$ cat src/rtl/tss_pkg.sv
package tss_pkg;
  typedef enum logic [1:0] {
    ST_ARMED   = 2'd0,
    ST_POST    = 2'd1,
    ST_FROZEN  = 2'd2,
    ST_READOUT = 2'd3
  } tss_state_e;
endpackage

$ cat src/rtl/tss_coarse_cnt.sv
module tss_coarse_cnt #(
  parameter int unsigned W = 16
) (
  input  logic         clk_i,
  input  logic         rst_ni,
  output logic [W-1:0] cnt_o
);
  always_ff @(posedge clk_i or negedge rst_ni) begin
    if (!rst_ni) cnt_o <= '0;
    else         cnt_o <= cnt_o + W'(1);
  end
endmodule

$ cat src/rtl/tss_trig_edge.sv
module tss_trig_edge #(
  parameter int unsigned NUM_CH = 4
) (
  input  logic              clk_i,
  input  logic              rst_ni,
  input  logic [NUM_CH-1:0] hit_i,
  output logic [NUM_CH-1:0] rise_o,
  output logic              any_o
);
  logic [NUM_CH-1:0] hit_q, hit_d;

  for (genvar c = 0; c < NUM_CH; c++) begin : g_ch
    always_ff @(posedge clk_i or negedge rst_ni) begin
      if (!rst_ni) begin
        hit_q[c] <= 1'b0;
        hit_d[c] <= 1'b0;
      end else begin
        hit_q[c] <= hit_i[c];
        hit_d[c] <= hit_q[c];
      end
    end
    assign rise_o[c] = hit_q[c] & ~hit_d[c];
  end

  assign any_o = |rise_o;
endmodule

$ cat src/rtl/tss_wr_ptr.sv
module tss_wr_ptr #(
  parameter int unsigned DEPTH = 256,
  localparam int unsigned PTR_W = $clog2(DEPTH)
) (
  input  logic             clk_i,
  input  logic             rst_ni,
  input  logic             adv_i,
  output logic [PTR_W-1:0] ptr_o
);
  localparam logic [PTR_W-1:0] LAST = PTR_W'(DEPTH - 1);

  always_ff @(posedge clk_i or negedge rst_ni) begin
    if (!rst_ni)    ptr_o <= '0;
    else if (adv_i) ptr_o <= (ptr_o == LAST) ? '0 : ptr_o + PTR_W'(1);
  end
endmodule

$ cat src/rtl/tss_fsm.sv
module tss_fsm
  import tss_pkg::*;
#(
  parameter int unsigned DLY_W = 8
) (
  input  logic             clk_i,
  input  logic             rst_ni,
  input  logic             trig_i,
  input  logic [DLY_W-1:0] delay_i,
  input  logic             rd_ack_i,
  input  logic             rd_done_i,
  output tss_state_e       state_o,
  output logic             capture_o,
  output logic             freeze_o
);
  tss_state_e       state_q, state_d;
  logic [DLY_W-1:0] dly_q;
  logic             dly_zero;

  assign dly_zero  = (delay_i == '0);
  assign capture_o = (state_q == ST_ARMED) && trig_i;
  assign freeze_o  = (capture_o && dly_zero) ||
                     ((state_q == ST_POST) && (dly_q == '0));

  always_comb begin
    state_d = state_q;
    unique case (state_q)
      ST_ARMED:   if (trig_i)    state_d = dly_zero ? ST_FROZEN : ST_POST;
      ST_POST:    if (dly_q == '0) state_d = ST_FROZEN;
      ST_FROZEN:  if (rd_ack_i)  state_d = ST_READOUT;
      ST_READOUT: if (rd_done_i) state_d = ST_ARMED;
      default:                   state_d = ST_ARMED;
    endcase
  end

  always_ff @(posedge clk_i or negedge rst_ni) begin
    if (!rst_ni) begin
      state_q <= ST_ARMED;
      dly_q   <= '0;
    end else begin
      state_q <= state_d;
      // delay captured once at detection; remaining count excludes this cycle
      if (capture_o && !dly_zero)                dly_q <= delay_i - DLY_W'(1);
      else if (state_q == ST_POST && dly_q != '0) dly_q <= dly_q - DLY_W'(1);
    end
  end

  assign state_o = state_q;
endmodule

$ cat src/rtl/trig_stop_seq.sv
module trig_stop_seq
  import tss_pkg::*;
#(
  parameter int unsigned NUM_CH = 4,
  parameter int unsigned DEPTH  = 256,
  parameter int unsigned CNT_W  = 16,
  parameter int unsigned DLY_W  = 8,
  localparam int unsigned PTR_W = $clog2(DEPTH)
) (
  input  logic              clk_i,
  input  logic              rst_ni,
  input  logic [NUM_CH-1:0] hit_i,
  input  logic [DLY_W-1:0]  delay_i,
  input  logic              rd_ack_i,
  input  logic              rd_done_i,
  output logic              wr_en_o,
  output logic [PTR_W-1:0]  wr_ptr_o,
  output logic [CNT_W-1:0]  coarse_o,
  output logic              frozen_o,
  output logic              rd_req_o,
  output logic [CNT_W-1:0]  stamp_o,
  output logic [PTR_W-1:0]  stop_cell_o,
  output logic [NUM_CH-1:0] trig_ch_o
);
  tss_state_e        state;
  logic [NUM_CH-1:0] rise;
  logic              trig_any, capture, freeze;

  tss_coarse_cnt #(.W(CNT_W)) u_cnt (
    .clk_i(clk_i), .rst_ni(rst_ni), .cnt_o(coarse_o)
  );

  tss_trig_edge #(.NUM_CH(NUM_CH)) u_edge (
    .clk_i(clk_i), .rst_ni(rst_ni), .hit_i(hit_i),
    .rise_o(rise), .any_o(trig_any)
  );

  tss_fsm #(.DLY_W(DLY_W)) u_fsm (
    .clk_i(clk_i), .rst_ni(rst_ni), .trig_i(trig_any), .delay_i(delay_i),
    .rd_ack_i(rd_ack_i), .rd_done_i(rd_done_i),
    .state_o(state), .capture_o(capture), .freeze_o(freeze)
  );

  assign wr_en_o  = (state == ST_ARMED) || (state == ST_POST);
  assign frozen_o = (state == ST_FROZEN) || (state == ST_READOUT);
  assign rd_req_o = (state == ST_FROZEN);

  tss_wr_ptr #(.DEPTH(DEPTH)) u_ptr (
    .clk_i(clk_i), .rst_ni(rst_ni), .adv_i(wr_en_o), .ptr_o(wr_ptr_o)
  );

  always_ff @(posedge clk_i or negedge rst_ni) begin
    if (!rst_ni) begin
      stamp_o     <= '0;
      trig_ch_o   <= '0;
      stop_cell_o <= '0;
    end else begin
      if (capture) begin
        stamp_o   <= coarse_o;
        trig_ch_o <= rise;
      end
      if (freeze) stop_cell_o <= wr_ptr_o;
    end
  end
endmodule

$ cat config.mk
export PLATFORM = sky130hd
export DESIGN_NAME = trig_stop_seq
export DESIGN_NICKNAME = d
export VERILOG_FILES = /design/src/rtl/tss_pkg.sv /design/src/rtl/tss_coarse_cnt.sv /design/src/rtl/tss_trig_edge.sv /design/src/rtl/tss_wr_ptr.sv /design/src/rtl/tss_fsm.sv /design/src/rtl/trig_stop_seq.sv
export SDC_FILE = /design/constraint.sdc
export NUM_CORES = 1
export LEC_CHECK = 0
export BUFFER_PORTS_ARGS = -buffer_cell sky130_fd_sc_hd__buf_2
export CAP_MARGIN = 40
export CORE_MARGIN = 4
export CORE_UTILIZATION = 40
export DETAILED_ROUTE_END_ITERATION = 16
export HOLD_SLACK_MARGIN = 0.15
export SKIP_LAST_GASP = 1
export SYNTH_ARGS = -nofsm -noshare
export SYNTH_HDL_FRONTEND = slang
export SYNTH_HIERARCHICAL = 1
export SYNTH_SLANG_ARGS = --single-unit
export TNS_END_PERCENT = 50
$ cat constraint.sdc
create_clock -name clk_i -period 3.8 [get_ports clk_i]
set_input_delay 0.57 -clock clk_i [delete_from_list [all_inputs] [get_ports clk_i]]
set_output_delay 0.57 -clock clk_i [all_outputs]
set_load 0.02 [all_outputs]
# Word-level counts from Yosys, hierarchy flattened
# Index checks and enable logic that the tools add are counted.
word_totals:
  output_inout_bits: 55
  ff_bits: 70
  inputBits: 16
  wordCells: 60
classes:
  mux: 9
  n_reduce_logical: 16
  add_sub_neg: 4
  n_eq_ne: 8
  bitwise: 8
op_table:
  columns: ["operator", "n"]
  rows:
  - ["two-way mux 8 bit", 3]
  - ["adder 16 x 1 -> 16 bit (second input constant)", 1]
  - ["logical NOT 8 bit", 2]
  - ["subtractor 8 x 1 -> 8 bit (second input constant)", 2]
  - ["two-way mux 2 bit", 5]
  - ["adder 8 x 1 -> 8 bit (second input constant)", 1]
  - ["== test 8 bit (second input constant)", 1]
  - ["case mux 2 bit (4 select lines)", 1]
  - ["nonzero test 8 bit", 1]
  - ["logical AND 1 bit", 5]
  - ["bitwise AND 1 bit", 4]
  - ["== test 2 bit (second input constant)", 2]
  - ["inequality test 2 x 1 -> 1 bit (second input constant)", 2]
  - ["inequality test 2 bit (second input constant)", 2]
  - ["NOT 1 bit", 4]
  - ["AND reduction 4 bit", 1]
  - ["OR reduction 4 bit", 1]
  - ["logical OR 1 bit", 3]
  - ["== test 2 x 1 -> 1 bit (second input constant)", 1]
  - ["logical NOT 2 bit", 1]
  - ["nonzero test 2 bit", 1]
  - ["logical NOT 1 bit", 1]

# Depth between registers and ports, before layout
# Gate-level depths: netlist of run 1.
logic_depth:
  depth_word: 6
  ltp_mapped: 12
  ltp_nobuf: 11

# Modules after synthesis
# The synthesis of run 1 kept the hierarchy.
modules_own_cells:
  columns: ["mod", "instances", "seq_area_each_um2", "cells_per_inst", "area_per_inst_um2"]
  rows:
  - ["trig_stop_seq", 1, 700.7, 62, 1138.6]
  - ["tss_fsm", 1, 250.2, 93, 884.6]
  - ["tss_coarse_cnt", 1, 400.4, 57, 701.9]
  - ["tss_wr_ptr", 1, 200.2, 32, 369.1]
  - ["tss_trig_edge", 1, 200.2, 13, 232.7]

# Worst setup path after synthesis of run 1
# No wires, ideal clock.
synth_timing:
  kind: "in2reg"
  start: "input port delay_i[3]"
  end: "register u_fsm.dly_q[4]"
  t_arrival_ns: 3.028
  path_buffers: 2
  setup_ns: 0.082
  path_slack_ns: 0.690
  required_ns: 3.718
  stages: 9
  cell_sequence: "or4_4 buf_6 o31ai_4 buf_6 mux2i_1 ha_1 o311ai_2 or4b_2 a31oi_1"
synth_between:
  elab_chain_cells: 4
  elab_cells_between_ends: 6
  classes_between: "1 x add/sub; 1 x mux; 4 x reduce/logical"
synth_lines:
  columns: ["element", "line_no", "rtl"]
  rows:
  - ["start, declared", "trig_stop_seq.sv:13", "input logic [DLY_W-1:0] delay_i,"]
  - ["parallel branches: the longest is 4 deep, another holds subtractor 8 x 1 -> 8 bit", null, null]
  - ["end signal, assigned", "tss_fsm.sv:43", "if (capture_o && !dly_zero) dly_q <= delay_i - DLY_W'(1);"]
  - ["end signal, assigned", "tss_fsm.sv:44", "else if (state_q == ST_POST && dly_q != '0) dly_q <= dly_q - DLY_W'(1);"]
  - ["end, declared", "tss_fsm.sv:17", "logic [DLY_W-1:0] dly_q;"]
# Parallel ways; which one is timed is not known.
# A chain may end at the register's enable or synchronous reset.

# Worst setup path after layout of run 1
layout_timing:
  start: "register u_edge.hit_q[0]"
  end: "register u_fsm.dly_q[4]"
layout_between:
  elab_chain_cells: 5
  elab_cells_between_ends: 6
  classes_between: "1 x mux; 1 x bitwise; 4 x reduce/logical"
layout_lines:
  columns: ["element", "line_no", "rtl"]
  rows:
  - ["start, declared", "tss_trig_edge.sv:10", "logic [NUM_CH-1:0] hit_q, hit_d;"]
  - ["start signal, assigned by index", "tss_trig_edge.sv:18", "hit_q[c] <= hit_i[c];"]
  - ["bitwise AND 1 bit *", "tss_trig_edge.sv:22", "assign rise_o[c] = hit_q[c] & ~hit_d[c];"]
  - ["net rise[0]", "trig_stop_seq.sv:26", "logic [NUM_CH-1:0] rise;"]
  - ["OR reduction 4 bit *", "tss_trig_edge.sv:25", "assign any_o = |rise_o;"]
  - ["net trig_any", "trig_stop_seq.sv:27", "logic trig_any, capture, freeze;"]
  - ["logical AND 1 bit *", "tss_fsm.sv:21", "assign capture_o = (state_q == ST_ARMED) && trig_i;"]
  - ["net capture", "trig_stop_seq.sv:27", null]
  - ["logical AND 1 bit *", "tss_fsm.sv:43", null]
  - ["two-way mux 8 bit / nonzero test 2 bit (equally long branches)", null, null]
# The timed path passes the listed nets; every way through them passes the cells marked *.

==> impl_metrics.yaml, run 1 <==
power:
  power_mw: 2.69
  p_clk_share_pct: 24.9
  p_comb_share_pct: 35.6
  power.internal_mw: 1.72
  power.density_nw_per_um2: 671
  p_leak_nw: 1.99
  swShare_pct: 35.9
  vdd_drop_max_mv: 0.257
  seqPwrFrac_pct: 39.5
  p_switching_mw: 0.965
synthesis:
  netlist_instances: 257
  syn_area_per_cell_um2: 12.9
  syn_nets: 281
  synthFlopType: "dfrtp_1"
  yosysWarnings: 6
  synth_edf_count: 0
  synth_seq_cells: 70
  synth_cell_type_count: 49
  yosysSeqAreaShare_pct: 52.7
  syn_area_um2: 3330
  synthArstFlopShare_pct: 100
grt:
  grtUsageTotal_pct: 15.0
  overflow: 0
  grt_pass1_wl_mm: 11.7
  antenna_found_initial: 0
  grt_pass1_vias: 2349
  grt_max_degree: 39
routing:
  dr.pass1.iters: 4
  vias: 2260
  via_per_inst: 5.09
  wl_mm: 6.88
  wire_per_inst_um: 15.5
  ant_nets: 0
  drt_iter0_drc: 51
  drc: 0
critical_path:
  setup.reg_to_reg.worst_slack_ps: 680
  cp-start-kind: "register"
  path_max_fanout: 7
  critical_path_class: "reg2reg"
  r2r-start: "u_edge/hit_q[0]"
  worstPathArrival_ps: 3380
  cp-end-kind: "register"
  worstReg2RegEnd: "u_fsm/dly_q[4]"
  crit_required_ps: 4060
  reg2regPathDepth: 10
final_layout:
  seqCellArea_um2: 1750
  most-common-layout-cells: "dfrtp_1, buf_2, mux2_4"
  finalCoreUtilization_pct: 49.3
  layout.nets: 359
  nFillCells: 756
  mostFrequentLayoutCell: "dfrtp_1"
  multi_input_area_um2: 1460
  drive_gt1_share_pct: 40.7
  areaGrowthSynthToFinish_pct: 20.5
  diodes: 0
  fin_area_um2: 4010
timing:
  rsz0062_at_grt: "false"
  worst_pin_slew_ps: 514
  finClkSkew_ps: 6.92
  drv_slew: 0
  setup_tns_ps: 0
  slew_headroom_pct: 65.3
  fin_crit_ps: 3120
  max_clock_freq_mhz: 321
  period_share_pct: 82.1
  setup_viol: 0
  finalHoldViolations: 0
placed_design:
  gp_congestion: 0.849
  dpl.hpwl_mm: 5.00
  dpl_cell_area_um2: 3790
  port_buffers: 70
floorplanning:
  coreArea_um2: 8130
  row_count: 33
  die_area_um2: 9840
  start_util_pct: 40.9
  fp.dieH_um: 99.2
  ios: 71
  die_w_um: 99.2
clock_network:
  cts_resized: 0
  clk_latency_ps: 340
  cts-root-buf: "clkbuf_8"
  post-cts-setup-buffer-count: 0
  clock_tree.htree_level_count: 3
  holdBufCountCts: 0
  cts_tree: "done"
  ctsLongestPathBuffers: 2
  numCtsBuffers: 9
  clkTransAtPathRegs_ps: 70
  cts.sinks: 70
flow_run:
  cap_viol_max_count: 0
status:
  status: "finished, final reports clean"
hold_path:
  hp-class: "in2async"
-- cells by family (layout without fill, tap and decap cells) --
family	Yosys count	after routing	share of synthesized area, %
AOI/OAI and AO/OA	27	27	6.62
xor gates and xnor gates	23	23	6.06
adders and majority gates	8	8	3.01
buffers and inverters	21	103	3.53
DFF	70	70	52.7
muxes	38	38	15.1
and+or+nand+nor	70	70	13.1
-- stage by stage --
stage	setup WS [ps]	hold slack (ps)	cells
6_report	681	164	444
5_1_grt	504	183	444
4_1_cts	676	166	444
3_5_place_dp	441	361	429
3_3_place_gp	520	349	428
2_1_floorplan	690	274	257
-- cell type report --
class / instances / area share, %
clock buffers: 10 / 3.43
clock inverters: 5 / 2.09
inverters: 14 / 1.31
multi-input cells: 166 / 36.3
flip-flops and latches: 70 / 43.7
well taps: 105 / 3.28
repair buffers: 74 / 9.86
-- cells in the mapped netlist, types with 7 or more instances --
cell | number | area share [%]
ha_1 | 8 | 3.0
mux2_4 | 22 | 9.9
mux2_2 | 9 | 3.0
nor3_1 | 8 | 1.2
inv_1 | 13 | 1.5
nor2_1 | 10 | 1.1
xor2_1 | 14 | 3.7
nand2_1 | 11 | 1.2
o21ai_0 | 7 | 1.1
dfrtp_1 | 70 | 53
xnor2_1 | 9 | 2.4
mux2i_1 | 7 | 2.1
-- how the worst max path moves through the flow --
| stage | from | endpoint | slack, ps | cells past startpoint |
|---|---|---|---|---|
| 2_1_floorplan | delay_i[3] | u_fsm/dly_q[4] | 690 | 9 |
| 3_3_place_gp | delay_i[3] | u_fsm/dly_q[4] | 520 | 8 |
| 3_5_place_dp | delay_i[3] | u_fsm/dly_q[4] | 440 | 8 |
| 4_1_cts | u_edge/hit_q[0] | u_fsm/dly_q[4] | 680 | 10 |
| 5_1_grt | u_edge/hit_q[0] | u_fsm/dly_q[4] | 500 | 10 |
| 6_report | u_edge/hit_q[0] | u_fsm/dly_q[4] | 680 | 10 |
-- state kept, by name, summed over array words and instances (netlist names) --
register and cells:
stamp_o 16, stop_cell_o 8, trig_ch_o 4, u_cnt/cnt_o 16, u_edge/hit_d 4, u_edge/hit_q 4, u_fsm/dly_q 8, u_fsm/state_o 2
u_ptr/ptr_o 8
-- power groups by stage --
stage / Sequential, mW / Combinational (mW) / Clock (mW)
after floorplan: 1.15 / 0.629 / 0
after global placement: 1.07 / 0.953 / 0
after detailed placement: 1.07 / 0.967 / 0
after CTS: 1.06 / 0.970 / 0.695
after global routing: 1.09 / 1.04 / 0.733
final: 1.06 / 0.959 / 0.669
-- worst max-delay path, cell delays in order, from the launching register on --
cell and delay, ps:
dfrtp_1 380, nor2b_1 140, or4_1 580, nand2_1 140
clkinv_1 120, o31ai_4 130, mux2i_1 250, ha_1 270
o311ai_2 190, or4b_2 660, a31oi_1 170
-- metal layers --
layer | track usage (%) | vias up | part of all wire [%]
met5 | 0 | - | 0
met4 | 7.77 | 0 | 2.2
met3 | 3.44 | 13 | 5.1
met2 | 23.3 | 54 | 48
met1 | 19.4 | 1122 | 44
li1 | - | 1071 | -
Note: power is estimated with default switching activity, not from simulation.
==> run 2, diff against run 1 <==
==> constraint.sdc (replaced) <==
create_clock -name clk_i -period 2.76 [get_ports clk_i]
set_input_delay 0.414 -clock clk_i [delete_from_list [all_inputs] [get_ports clk_i]]
set_output_delay 0.414 -clock clk_i [all_outputs]
set_load 0.02 [all_outputs]
==> impl_metrics.yaml, run 2 (synthesis gave the netlist of run 1 again) <==
status:
  status: "finished, final reports clean"
final_layout:
  nFillCells: 722
  layout.nets: 369
  finalCoreUtilization_pct: 51.1
  areaGrowthSynthToFinish_pct: 24.9
  reg_top3: "stamp_o x16, u_cnt/cnt_o x16"
  instances_no_fill: 455
  diodes: 0
  drive_gt1_share_pct: 44.6
  most-common-layout-cells: "buf_2, dfrtp_1, mux2_4"
grt:
  grtUsageTotal_pct: 14.9
  grt_pass1_vias: 2397
  antenna_found_initial: 0
  grt_max_degree: 28
  overflow: 0
  grt_pass1_wl_mm: 11.8
power:
  vdd_drop_max_mv: 0.562
  power_mw: 3.88
  p_switching_mw: 1.37
  seqPwrFrac_pct: 37.8
  p_comb_share_pct: 36.2
  p_clk_share_pct: 26.0
  swShare_pct: 35.5
  power.density_nw_per_um2: 934
  power.internal_mw: 2.50
  p_leak_nw: 2.07
routing:
  drc: 0
  ant_nets: 0
  wire_per_inst_um: 15.1
  drt_iter0_drc: 55
  wl_mm: 6.89
  via_per_inst: 5.14
  dr.pass1.iters: 4
  vias: 2337
placed_design:
  port_buffers: 70
  numPlacedInstances: 434
  dpl.hpwl_mm: 4.90
  gp_congestion: 0.822
  dp_slack_ps: -23.3
floorplanning:
  ios: 71
  die_area_um2: 9840
  start_util_pct: 40.9
  row_count: 33
  die_w_um: 99.2
  coreArea_um2: 8130
  fp.dieH_um: 99.2
critical_path:
  path_buf_inv: 1
  worstPathArrival_ps: 2940
  crit_chain: "nor2b_4 -> or4_4 -> nand2_4 -> clkinv_4 -> o31ai_4 -> mux2i_1 -> ha_2 -> o311ai_4 -> or4b_4 -> a31oi_1"
  cp_slowest_stage_delay_ps: 560
  slowest_stage: "or4_4"
  crit_family: "simple AND/OR/NAND/NOR gates"
  cp-end-kind: "register"
  path_max_fanout: 4
  crit_required_ps: 3020
  cp-start-kind: "register"
  critical_path_class: "reg2reg"
timing:
  setup_slack_ps: 77.8
  finClkSkew_ps: 9.86
  rsz0062_at_grt: "true"
  max_clock_freq_mhz: 373
  finalHoldViolations: 0
  setup_viol: 0
  slew_headroom_pct: 63.6
  hold_ws_ps: 173
  fin_crit_ps: 2680
  worst_pin_slew_ps: 546
  period_share_pct: 97.2
  drv_slew: 0
clock_network:
  cts-root-buf: "clkbuf_8"
  ctsLongestPathBuffers: 2
  clk_latency_ps: 340
  clock_tree.htree_level_count: 3
  numCtsBuffers: 9
  clkTransAtPathRegs_ps: 80
  cts.sinks: 70
  cts_tree: "done"
hold_path:
  hp-class: "in2reg"
flow_run:
  cap_viol_max_count: 0
[run 2: power by group through the flow]
| stage | clock (mW) | combinational (mW) | sequential (mW) |
|---|---|---|---|
| finish | 1.01 | 1.40 | 1.47 |
| global route | 1.08 | 1.53 | 1.51 |
| CTS | 1.04 | 1.38 | 1.46 |
| detailed placement | 0 | 1.38 | 1.48 |
| global placement | 0 | 1.36 | 1.48 |
| floorplan | 0 | 0.900 | 1.58 |
[run 2: worst paths after layout]
check / startpoint / end / slack (ps) / cells after the start
max in group asynchronous: rst_ni / stamp_o[11] / 1420 / 3
min in group asynchronous: rst_ni / u_fsm/dly_q[5] / 590 / 2
max reg2reg: u_edge/hit_q[0] / u_fsm/dly_q[4] / 80 / 10
min: hit_i[3] / u_edge/hit_q[3] / 170 / 1
min reg2reg: u_edge/hit_q[2] / u_edge/hit_d[2] / 370 / 0
max: u_edge/hit_q[0] / u_fsm/dly_q[4] / 80 / 10
[run 2: metal layers]
layer / share of wire, % / global-route usage, %
met1: 46 / 19.6
met2: 47 / 23.6
met3: 6.1 / 4.35
met4: 1.5 / 5.04
met5: 0 / 0
[run 2: repair_timing]
action,4_1_cts,5_1_grt
buffers inserted,0,4
endpoints found under the hold margin,22,0
hold buffers,1,0
setup endpoints to repair,0,2
gates resized for setup,0,5
[run 2: final cells by class]
type | count | area, µm² | share of cell area, %
timing repair buffer | 84 | 458 | 11.0
sequential | 70 | 1750 | 42.2
inverter | 14 | 57.6 | 1.39
tap | 105 | 131 | 3.16
clock buffer | 9 | 124 | 2.98
clock inverter | 7 | 120 | 2.89
multi-input combinational | 166 | 1510 | 36.4
[run 2: through the flow]
| step | instance area, µm² | TNS (ps) |
|---|---|---|
| after floorplan | 3360 | 0 |
| after global placement | 3840 | 0 |
| after detailed placement | 3840 | -23.3 |
| after CTS | 4100 | 0 |
| after global routing | 4150 | -44.5 |
| final | 4150 | 0 |
==> run 3, diff against run 2 <==
--- a/config.mk
+++ b/config.mk
@@ -7,6 +7,7 @@
 export LEC_CHECK = 0
 export BUFFER_PORTS_ARGS = -buffer_cell sky130_fd_sc_hd__buf_2
 export CAP_MARGIN = 40
+export CORE_ASPECT_RATIO = 1.5
 export CORE_MARGIN = 4
 export CORE_UTILIZATION = 40
 export DETAILED_ROUTE_END_ITERATION = 16
==> impl_metrics.yaml, run 3 (synthesis gave the netlist of run 1 again) <==
power:
  p_switching_mw: 1.42
  p_leak_nw: 2.10
  power.internal_mw: 2.65
  power.density_nw_per_um2: 960
  seqPwrFrac_pct: 36.4
  p_comb_share_pct: 35.0
  vdd_drop_max_mv: 0.447
  swShare_pct: 34.8
  p_clk_share_pct: 28.7
final_layout:
  most-common-layout-cells: "buf_2, dfrtp_1, mux2_4"
  instances_no_fill: 453
  diodes: 0
  layout.nets: 367
  multi_input_area_um2: 1530
  drive_gt1_share_pct: 44.3
  nFillCells: 732
  seqCellArea_um2: 1750
  fin_area_um2: 4240
  reg_top3: "stamp_o x16, u_cnt/cnt_o x16"
  areaGrowthSynthToFinish_pct: 27.3
timing:
  drv_slew: 0
  worst_pin_slew_ps: 661
  fin_crit_ps: 2680
  slew_headroom_pct: 55.9
  finClkSkew_ps: 8.54
  hold_ws_ps: 196
  setup_slack_ps: 75.5
  finalHoldViolations: 0
  rsz0062_at_grt: "true"
  period_share_pct: 97.3
  setup_viol: 0
  max_clock_freq_mhz: 373
critical_path:
  critical_path_class: "reg2reg"
  setup.reg_to_reg.worst_slack_ps: 80
  cp-start-kind: "register"
  timing.critical_path.from: "u_edge/hit_q[2]"
  r2r-start: "u_edge/hit_q[2]"
  worstReg2RegEnd: "u_fsm/dly_q[4]"
  path_max_fanout: 4
  cp-end-kind: "register"
  worstPathArrival_ps: 2880
  reg2regPathDepth: 11
  crit_required_ps: 2950
placed_design:
  dp_slack_ps: 36.5
  dpl.hpwl_mm: 5.09
  numPlacedInstances: 435
  gp_congestion: 0.892
  dpl_cell_area_um2: 3860
  port_buffers: 70
hold_path:
  hp-class: "in2reg"
  holdPathStages: 1
  hold_path.startpoint: "hit_i[1]"
  hold_end: "u_edge/hit_q[1]"
routing:
  drt_iter0_drc: 110
  dr.pass1.iters: 4
  drc: 0
  ant_nets: 0
  wl_mm: 7.12
  via_per_inst: 5.11
  vias: 2314
  wire_per_inst_um: 15.7
grt:
  overflow: 0
  grt_pass1_vias: 2446
  grtUsageTotal_pct: 15.9
  antenna_found_initial: 0
  grt_pass1_wl_mm: 11.9
  grt_max_degree: 44
flow_run:
  cap_viol_max_count: 0
floorplanning:
  ios: 71
  fp.dieH_um: 120
  die_w_um: 82.5
  die_area_um2: 9870
  coreArea_um2: 8060
  start_util_pct: 41.3
  row_count: 40
clock_network:
  cts-root-buf: "clkbuf_16"
  ctsLongestPathBuffers: 2
  numCtsBuffers: 9
  cts_tree: "done"
  clock_tree.htree_level_count: 3
  cts.sinks: 70
  clk_latency_ps: 330
  clkTransAtPathRegs_ps: 60
status:
  status: "finished, final reports clean"
## run 3: changes by cell type in the layout (fill, tap and decap cells not counted), sizes merged
cell / previous run / this run
clkbuf: 9 / 11
clkinv: 3 / 2
buf: 83 / 81
clkinvlp: 1 / 3
bufinv: 3 / 1
inv: 14 / 13
## run 3: power by group through the flow
stage          logic [mW]  clock network [mW]  registers (mW)
2_1_floorplan       0.900                   0            1.58
3_3_place_gp         1.36                   0            1.48
4_1_cts              1.38                1.20            1.47
3_5_place_dp         1.38                   0            1.49
5_1_grt              1.55                1.24            1.52
6_report             1.42                1.17            1.48
## run 3: how the worst max path moves through the flow
stage,to,cells after the start
finish,u_fsm/dly_q[4],11
global route,u_fsm/dly_q[4],11
CTS,u_fsm/dly_q[4],10
detailed placement,u_fsm/dly_q[4],9
global placement,u_fsm/dly_q[4],8
floorplan,u_fsm/dly_q[4],11
## run 3: worst max-delay path, cell delays in order (launching register included)
cell,delay [ps]
dfrtp_1,370
nor2b_1,140
or4_4,560
nand2_4,110
clkinv_4,60
o31ai_4,80
mux2i_1,240
ha_2,240
o311ai_4,110
buf_4,180
o41ai_4,340
a31oi_4,120
## run 3: area by class of cell
type | count | area share, %
Multi-Input combinational cell | 166 | 36.1
Inverter | 14 | 1.36
Clock inverter | 5 | 1.36
Sequential cell | 70 | 41.3
Tap cell | 105 | 3.10
Timing Repair Buffer | 82 | 10.8
Clock buffer | 11 | 5.97
## run 3: timing repair
| action | CTS | global route |
|---|---|---|
| resized for setup | 0 | 5 |
| setup buffers | 0 | 1 |
| hold buffers | 1 | 0 |
| hold endpoints to repair | 27 | 0 |
| endpoints found under the setup margin | 0 | 2 |
## run 3: routing by layer
metal	global-route usage, %	up-vias	routed length (µm)
li1	-	1097	-
met1	19.2	1160	2940
met2	25.9	49	3770
met3	4.28	8	286
met4	6.76	0	119
met5	0	-	0
## run 3: metrics by stage
step           TNS (ps)  power, mW  utilization [%]
3_3_place_gp          0       2.84             48.0
4_1_cts               0       4.05             51.9
5_1_grt           -37.8       4.31             52.6
3_5_place_dp          0       2.87             48.0
2_1_floorplan         0       2.48                -
6_report              0       4.07             52.6
